### src/rtl/rx_tamper_pkg.sv
package rx_tamper_pkg;

  // Field code carried alongside each received byte
  typedef enum logic [2:0] {
    FLD_IDLE     = 3'd0,
    FLD_PREAMBLE = 3'd1,
    FLD_SFD      = 3'd2,
    FLD_DEST     = 3'd3,
    FLD_SRC      = 3'd4,
    FLD_TYPE     = 3'd5,
    FLD_DATA     = 3'd6,
    FLD_FCS      = 3'd7
  } rxField_e;

  // Strobes from control to datapath
  typedef struct packed {
    logic replace;
    logic delay;
  } tamperCtl_t;

endpackage

### src/rtl/rx_tamper_dp.sv
module rx_tamper_dp
  import rx_tamper_pkg::*;
#(
  parameter int POS_W     = 11,
  parameter int MAC_BYTES = 6,
  localparam int MAC_W    = 8 * MAC_BYTES
) (
  input  logic             clk,
  input  logic             rst,
  input  logic [7:0]       rxByteIn,
  input  logic             rxStrobeIn,
  input  logic [7:0]       newValue,
  input  logic [MAC_W-1:0] matchMac,
  input  logic [POS_W-1:0] posCnt,
  input  tamperCtl_t       ctl,
  output logic             curByteEq,
  output logic             macIsZero,
  output logic [7:0]       rxByteOut,
  output logic             rxStrobeOut,
  output logic             delayByte
);

  logic [MAC_BYTES-1:0] byteEq;

  // One comparator per address byte, byte 0 in the top bits
  for (genvar g = 0; g < MAC_BYTES; g++) begin : gCmp
    assign byteEq[g] = (rxByteIn == matchMac[MAC_W-1-8*g -: 8]);
  end

  // Select the comparator for the current position
  always_comb begin
    curByteEq = 1'b0;
    for (int i = 0; i < MAC_BYTES; i++) begin
      if (posCnt == POS_W'(i)) curByteEq = byteEq[i];
    end
  end

  assign macIsZero = (matchMac == '0);

  // Registered output stage, one clock of latency
  always_ff @(posedge clk) begin
    if (rst) begin
      rxByteOut   <= '0;
      rxStrobeOut <= 1'b0;
      delayByte   <= 1'b0;
    end else begin
      rxByteOut   <= ctl.replace ? newValue : rxByteIn;
      rxStrobeOut <= rxStrobeIn;
      delayByte   <= ctl.delay;
    end
  end

endmodule

### src/rtl/rx_tamper_ctrl.sv
module rx_tamper_ctrl
  import rx_tamper_pkg::*;
#(
  parameter int CNT_W     = 8,
  parameter int POS_W     = 11,
  parameter int MAC_BYTES = 6
) (
  input  logic             clk,
  input  logic             rst,
  input  logic             cmdEnable,
  input  logic [CNT_W-1:0] cmdFrameCount,
  input  logic [POS_W-1:0] cmdBytePos,
  input  logic             rxStrobeIn,
  input  logic             rxFrameActive,
  input  logic [2:0]       rxFieldState,
  input  logic             curByteEq,
  input  logic             macIsZero,
  output tamperCtl_t       ctl,
  output logic [POS_W-1:0] posCnt,
  output logic             fixChecksum,
  output logic             testDone
);

  localparam logic [POS_W-1:0] MAC_END = POS_W'(MAC_BYTES);
  localparam logic [POS_W-1:0] POS_MAX = '1;
  localparam logic [CNT_W-1:0] CNT_MAX = '1;

  logic             activeQ;
  logic             frameSel;
  logic             prefixOk;
  logic             hitQ;
  logic [CNT_W-1:0] modCnt;

  logic             frameStart;
  logic             bodyByte;
  logic             inMacWin;
  logic             macOk;
  logic             replaceNow;
  logic [CNT_W:0]   cntNext;
  logic             reached;

  assign frameStart = rxFrameActive && !activeQ;
  // Preamble and delimiter bytes are not counted
  assign bodyByte   = rxStrobeIn && rxFrameActive && (rxFieldState >= FLD_DEST);
  assign inMacWin   = (posCnt < MAC_END);

  // Unconditional, or matched so far including the current byte
  assign macOk      = macIsZero || (prefixOk && (!inMacWin || curByteEq));

  assign replaceNow = frameSel && cmdEnable && !hitQ && bodyByte &&
                      (posCnt == cmdBytePos) && macOk;

  assign ctl.replace = replaceNow;
  // Hold hint while the address comparison is still open
  assign ctl.delay   = frameSel && cmdEnable && !macIsZero && inMacWin && prefixOk;

  assign cntNext = {1'b0, modCnt} + 1'b1;
  assign reached = (cntNext >= {1'b0, cmdFrameCount});

  // Per-frame state: selection at frame start, position, address prefix
  always_ff @(posedge clk) begin
    if (rst) begin
      activeQ  <= 1'b0;
      frameSel <= 1'b0;
      posCnt   <= '0;
      prefixOk <= 1'b1;
      hitQ     <= 1'b0;
    end else begin
      activeQ <= rxFrameActive;
      if (frameStart) begin
        frameSel <= cmdEnable && !testDone;
        posCnt   <= '0;
        prefixOk <= 1'b1;
        hitQ     <= 1'b0;
      end else if (!rxFrameActive) begin
        frameSel <= 1'b0;
      end else if (bodyByte) begin
        if (posCnt != POS_MAX) posCnt <= posCnt + 1'b1;
        if (inMacWin && !curByteEq) prefixOk <= 1'b0;
        if (replaceNow) hitQ <= 1'b1;
      end
    end
  end

  // Modified-frame count and completion
  always_ff @(posedge clk) begin
    if (rst) begin
      modCnt   <= '0;
      testDone <= 1'b0;
    end else if (!cmdEnable) begin
      modCnt   <= '0;
      testDone <= 1'b0;
    end else if (replaceNow) begin
      if (modCnt != CNT_MAX) modCnt <= modCnt + 1'b1;
      if (reached) testDone <= 1'b1;
    end
  end

  // Checksum fix request, held to frame end
  always_ff @(posedge clk) begin
    if (rst) begin
      fixChecksum <= 1'b0;
    end else if (replaceNow) begin
      fixChecksum <= 1'b1;
    end else if (!rxFrameActive) begin
      fixChecksum <= 1'b0;
    end
  end

endmodule

### src/rtl/rx_byte_tamper.sv
module rx_byte_tamper
  import rx_tamper_pkg::*;
#(
  parameter int CNT_W     = 8,
  parameter int POS_W     = 11,
  parameter int MAC_BYTES = 6,
  localparam int MAC_W    = 8 * MAC_BYTES
) (
  input  logic             clk,
  input  logic             rst,
  input  logic             cmdEnable,
  input  logic [CNT_W-1:0] cmdFrameCount,
  input  logic [POS_W-1:0] cmdBytePos,
  input  logic [7:0]       cmdNewValue,
  input  logic [MAC_W-1:0] matchMac,
  input  logic [7:0]       rxByteIn,
  input  logic             rxStrobeIn,
  input  logic             rxFrameActive,
  input  logic [2:0]       rxFieldState,
  output logic [7:0]       rxByteOut,
  output logic             rxStrobeOut,
  output logic             fixChecksum,
  output logic             delayByte,
  output logic             testDone
);

  tamperCtl_t       ctl;
  logic [POS_W-1:0] posCnt;
  logic             curByteEq;
  logic             macIsZero;

  rx_tamper_ctrl #(
    .CNT_W    (CNT_W),
    .POS_W    (POS_W),
    .MAC_BYTES(MAC_BYTES)
  ) u_ctrl (
    .clk          (clk),
    .rst          (rst),
    .cmdEnable    (cmdEnable),
    .cmdFrameCount(cmdFrameCount),
    .cmdBytePos   (cmdBytePos),
    .rxStrobeIn   (rxStrobeIn),
    .rxFrameActive(rxFrameActive),
    .rxFieldState (rxFieldState),
    .curByteEq    (curByteEq),
    .macIsZero    (macIsZero),
    .ctl          (ctl),
    .posCnt       (posCnt),
    .fixChecksum  (fixChecksum),
    .testDone     (testDone)
  );

  rx_tamper_dp #(
    .POS_W    (POS_W),
    .MAC_BYTES(MAC_BYTES)
  ) u_dp (
    .clk        (clk),
    .rst        (rst),
    .rxByteIn   (rxByteIn),
    .rxStrobeIn (rxStrobeIn),
    .newValue   (cmdNewValue),
    .matchMac   (matchMac),
    .posCnt     (posCnt),
    .ctl        (ctl),
    .curByteEq  (curByteEq),
    .macIsZero  (macIsZero),
    .rxByteOut  (rxByteOut),
    .rxStrobeOut(rxStrobeOut),
    .delayByte  (delayByte)
  );

endmodule

### config.mk
export PLATFORM = sky130hd
export DESIGN_NAME = rx_byte_tamper
export DESIGN_NICKNAME = d
export VERILOG_FILES = /design/src/rtl/rx_tamper_pkg.sv /design/src/rtl/rx_tamper_dp.sv /design/src/rtl/rx_tamper_ctrl.sv /design/src/rtl/rx_byte_tamper.sv
export SDC_FILE = /design/constraint.sdc
export NUM_CORES = 1
export LEC_CHECK = 0
export BUFFER_PORTS_ARGS = -buffer_cell sky130_fd_sc_hd__buf_2
export CORE_AREA = 5 5 88 90
export DETAILED_ROUTE_END_ITERATION = 10
export DIE_AREA = 0 0 93 95
export PLACE_DENSITY = 0.69
export SLEW_MARGIN = 15
export SYNTH_ARGS = -nofsm -noshare
export SYNTH_HDL_FRONTEND = slang
export SYNTH_SLANG_ARGS = --single-unit
### constraint.sdc
create_clock -name clk -period 6.8 [get_ports clk]
set_clock_uncertainty 0.2 [all_clocks]
set_input_delay 0.68 -clock clk [delete_from_list [all_inputs] [get_ports clk]]
set_output_delay 0.68 -clock clk [all_outputs]
set_load 0.02 [all_outputs]
==> flow_summary.json <==
{
  "ys_types": 40,
  "synth_area_leader_cell": "dfxtp_1",
  "setup_violations": 0,
  "htree_levels": 2,
  "wl_per_cell_um": 14.5,
  "clkSlewWorstSetupHoldPaths_ps": 70,
  "postCtsHoldBufs": 0,
  "firstDrtPassIters": 4,
  "via_per_inst": 5.26,
  "synth_nets": 424,
  "synthArstFlopShare": 0,
  "criticalPathCategory": "flip-flop to flip-flop",
  "tns_ps": 0,
  "leakagePower_nw": 1.44,
  "grt_pass1_wl_mm": 11.7,
  "clockBufferDepth": 2,
  "initial_utilization": 0.380,
  "ctsResizeCount": 0,
  "ys_warn_count": 0,
  "power.share.clock": 0.369,
  "antenna_cells": 0,
  "track_usage": 0.163,
  "hp-class": "flip-flop to flip-flop",
  "cts_buffers": 5,
  "netlist.area_leader.share": 0.264,
  "seq_area_um2": 701,
  "dp_hpwl_mm": 6.03,
  "syn2layout_area_growth_pct": 23.8,
  "drtIter0Drc": 118,
  "die-area_um2": 8840,
  "grt_pass1_vias": 2547,
  "cts-root-buf": "clkbuf_8",
  "crit_slowest_cell": "a21oi_4",
  "path_cells": "inv_1 -> ha_1 -> nor3_1 -> nand4_1 -> nor3_1 -> a311o_1 -> o211ai_2 -> a21oi_4 -> and4b_1 -> nor3_2",
  "p_per_area_nw_per_um2": 148,
  "worstMarginPinSlew_ps": 570,
  "final_util": 0.470,
  "power_frac_comb": 0.196,
  "syn_area_um2": 2650,
  "crit_top_cell": "nor3_1",
  "antenna_found_initial": 0,
  "cp_max_fo": 18,
  "yosys-top-cells-area": "dfxtp_1, xor2_1, xnor2_1",
  "endpoint_kind": "flip-flop",
  "cap_violations": 0,
  "grt_setup_unrepaired": "false",
  "synthCells": 320,
  "die_w_um": 93,
  "worstPathBufferInverterCount": 1,
  "vias": 2616,
  "core_area_um2": 6980,
  "sw_frac_of_total": 0.255,
  "cts_tree": "done",
  "synth-edff-count": 0,
  "period_share": 0.434,
  "grt_max_degree": 19,
  "cts_setup_buffers": 0,
  "final_antenna_net_count": 0,
  "multi_input_area_um2": 1810,
  "max_freq_ghz": 0.339,
  "relSlewSlack": 0.619,
  "portBuffers": 102,
  "grt-ovfl-total": 0,
  "outcome": "completed",
  "path_delay_family": "simple AND/OR/NAND/NOR gates",
  "synth_commonest_cells": "xor2_1, dfxtp_1, nor2_1, xnor2_1, nor4_1",
  "drc_errors": 0,
  "drv_slew": 0,
  "required_ps": 6750,
  "drive_gt1_frac": 0.280,
  "netSwitchingPower_uw": 124,
  "syn_area_per_cell_um2": 8.28,
  "ys_seq_area_frac": 0.264,
  "p_int_uw": 362,
  "io_pins": 103,
  "seq_power_share": 0.434,
  "cts.sinks": 35,
  "finalCriticalPeriod_ps": 2950,
  "synth_seq_cells": 35,
  "synth_flop_cell": "dfxtp_1",
  "finalNetCount": 519,
  "yosysMostFrequentCell": "xor2_1",
  "clock_latency_ps": 280,
  "num_rows": 31,
  "fillers": 710,
  "die_h_um": 95,
  "cp-start-kind": "flip-flop",
  "irDropWorstVdd_uv": 70.7,
  "slowest_delay_ps": 520,
  "hold_viol": 0,
  "drt-total-wl_mm": 7.22,
  "gp_congestion": 0.900,
  "arrival_ps": 2910
}
-- cells by family (layout without fill, tap and decap cells) --
kind of cell             count (synthesis)  in the layout  synth area share
AO/OA/AOI/OAI                           39             39            0.0949
XOR/XNOR                                71             71             0.235
buffers and inverters                   28            123            0.0515
flip-flops                              35             35             0.264
adder cells (fa/ha/maj)                 13             13            0.0614
multiplexers                             9              9            0.0340
AND/OR/NAND/NOR                        125            125             0.259
-- tightest hold or removal path, delay by kind of cell (launching register included) --
kind	cells	cell delay (ps)
DFF	1	330
and+or+nand+nor	2	120
-- final cells by class --
class | count | share of cell area
Timing Repair Buffer | 102 | 0.156
Clock inverter | 1 | 0.00915
Clock buffer | 6 | 0.0221
Tap cell | 82 | 0.0313
Multi-Input combinational cell | 257 | 0.552
Sequential cell | 35 | 0.213
Inverter | 14 | 0.0160
-- sequential cells by signal, indices dropped and copies added (netlist names) --
name and cells:
u_ctrl.activeQ 1, u_ctrl.fixChecksum 1, u_ctrl.frameSel 1, u_ctrl.hitQ 1
u_ctrl.modCnt 8, u_ctrl.posCnt 11, u_ctrl.prefixOk 1, u_ctrl.testDone 1
u_dp.delayByte 1, u_dp.rxByteOut 8, u_dp.rxStrobeOut 1
-- final timing paths --
check	slack, ps	to	startpoint	cells after the start
max reg2reg	3850	u_ctrl.modCnt[6]$_SDFFE_PP0P_	u_ctrl.posCnt[0]$_SDFFE_PP0P_	10
max	3850	u_ctrl.modCnt[6]$_SDFFE_PP0P_	u_ctrl.posCnt[0]$_SDFFE_PP0P_	10
min reg2reg	280	u_ctrl.hitQ$_SDFFE_PP0P_	u_ctrl.hitQ$_SDFFE_PP0P_	2
min	280	u_ctrl.hitQ$_SDFFE_PP0P_	u_ctrl.hitQ$_SDFFE_PP0P_	2
-- power groups by stage --
stage          registers, mW  clock network, mW  logic [mW]
2_1_floorplan          0.219                  0      0.0477
3_3_place_gp           0.215                  0      0.0938
3_5_place_dp           0.215                  0      0.0952
4_1_cts                0.211              0.181      0.0958
5_1_grt                0.211              0.195       0.104
6_report               0.211              0.179      0.0953
-- cell usage in the layout, fill, tap and decap left out, types with 8 or more instances in the layout --
master	synthesis	final
buf_2	7	102
nor4_1	20	20
nor2_1	30	30
a21oi_1	15	15
xor2_1	41	41
nand4_1	13	13
ha_1	13	13
dfxtp_1	35	35
nor3_1	8	8
mux2i_1	9	9
o21ai_0	9	9
nand2_1	12	12
nand3_1	13	13
xnor2_1	30	30
inv_1	14	14
-- metrics by stage --
step	power (mW)	cells	hold WS, ps	instance area [um^2]	setup slack (ps)
final	0.485	497	283	3280	3850
after global routing	0.510	497	329	3280	3640
after CTS	0.488	497	287	3280	3830
after detailed placement	0.311	490	271	3180	3680
after global placement	0.309	490	267	3180	3700
after floorplan	0.267	320	234	2650	4170
-- per-layer routing --
| layer | share of wire | track usage | vias to the layer above |
|---|---|---|---|
| li1 | - | - | 1314 |
| met5 | 0 | 0 | - |
| met4 | 0.016 | 0.0513 | 0 |
| met3 | 0.049 | 0.0271 | 12 |
| met1 | 0.43 | 0.200 | 1217 |
| met2 | 0.50 | 0.292 | 73 |
Note: power is estimated with default switching activity, not from simulation.
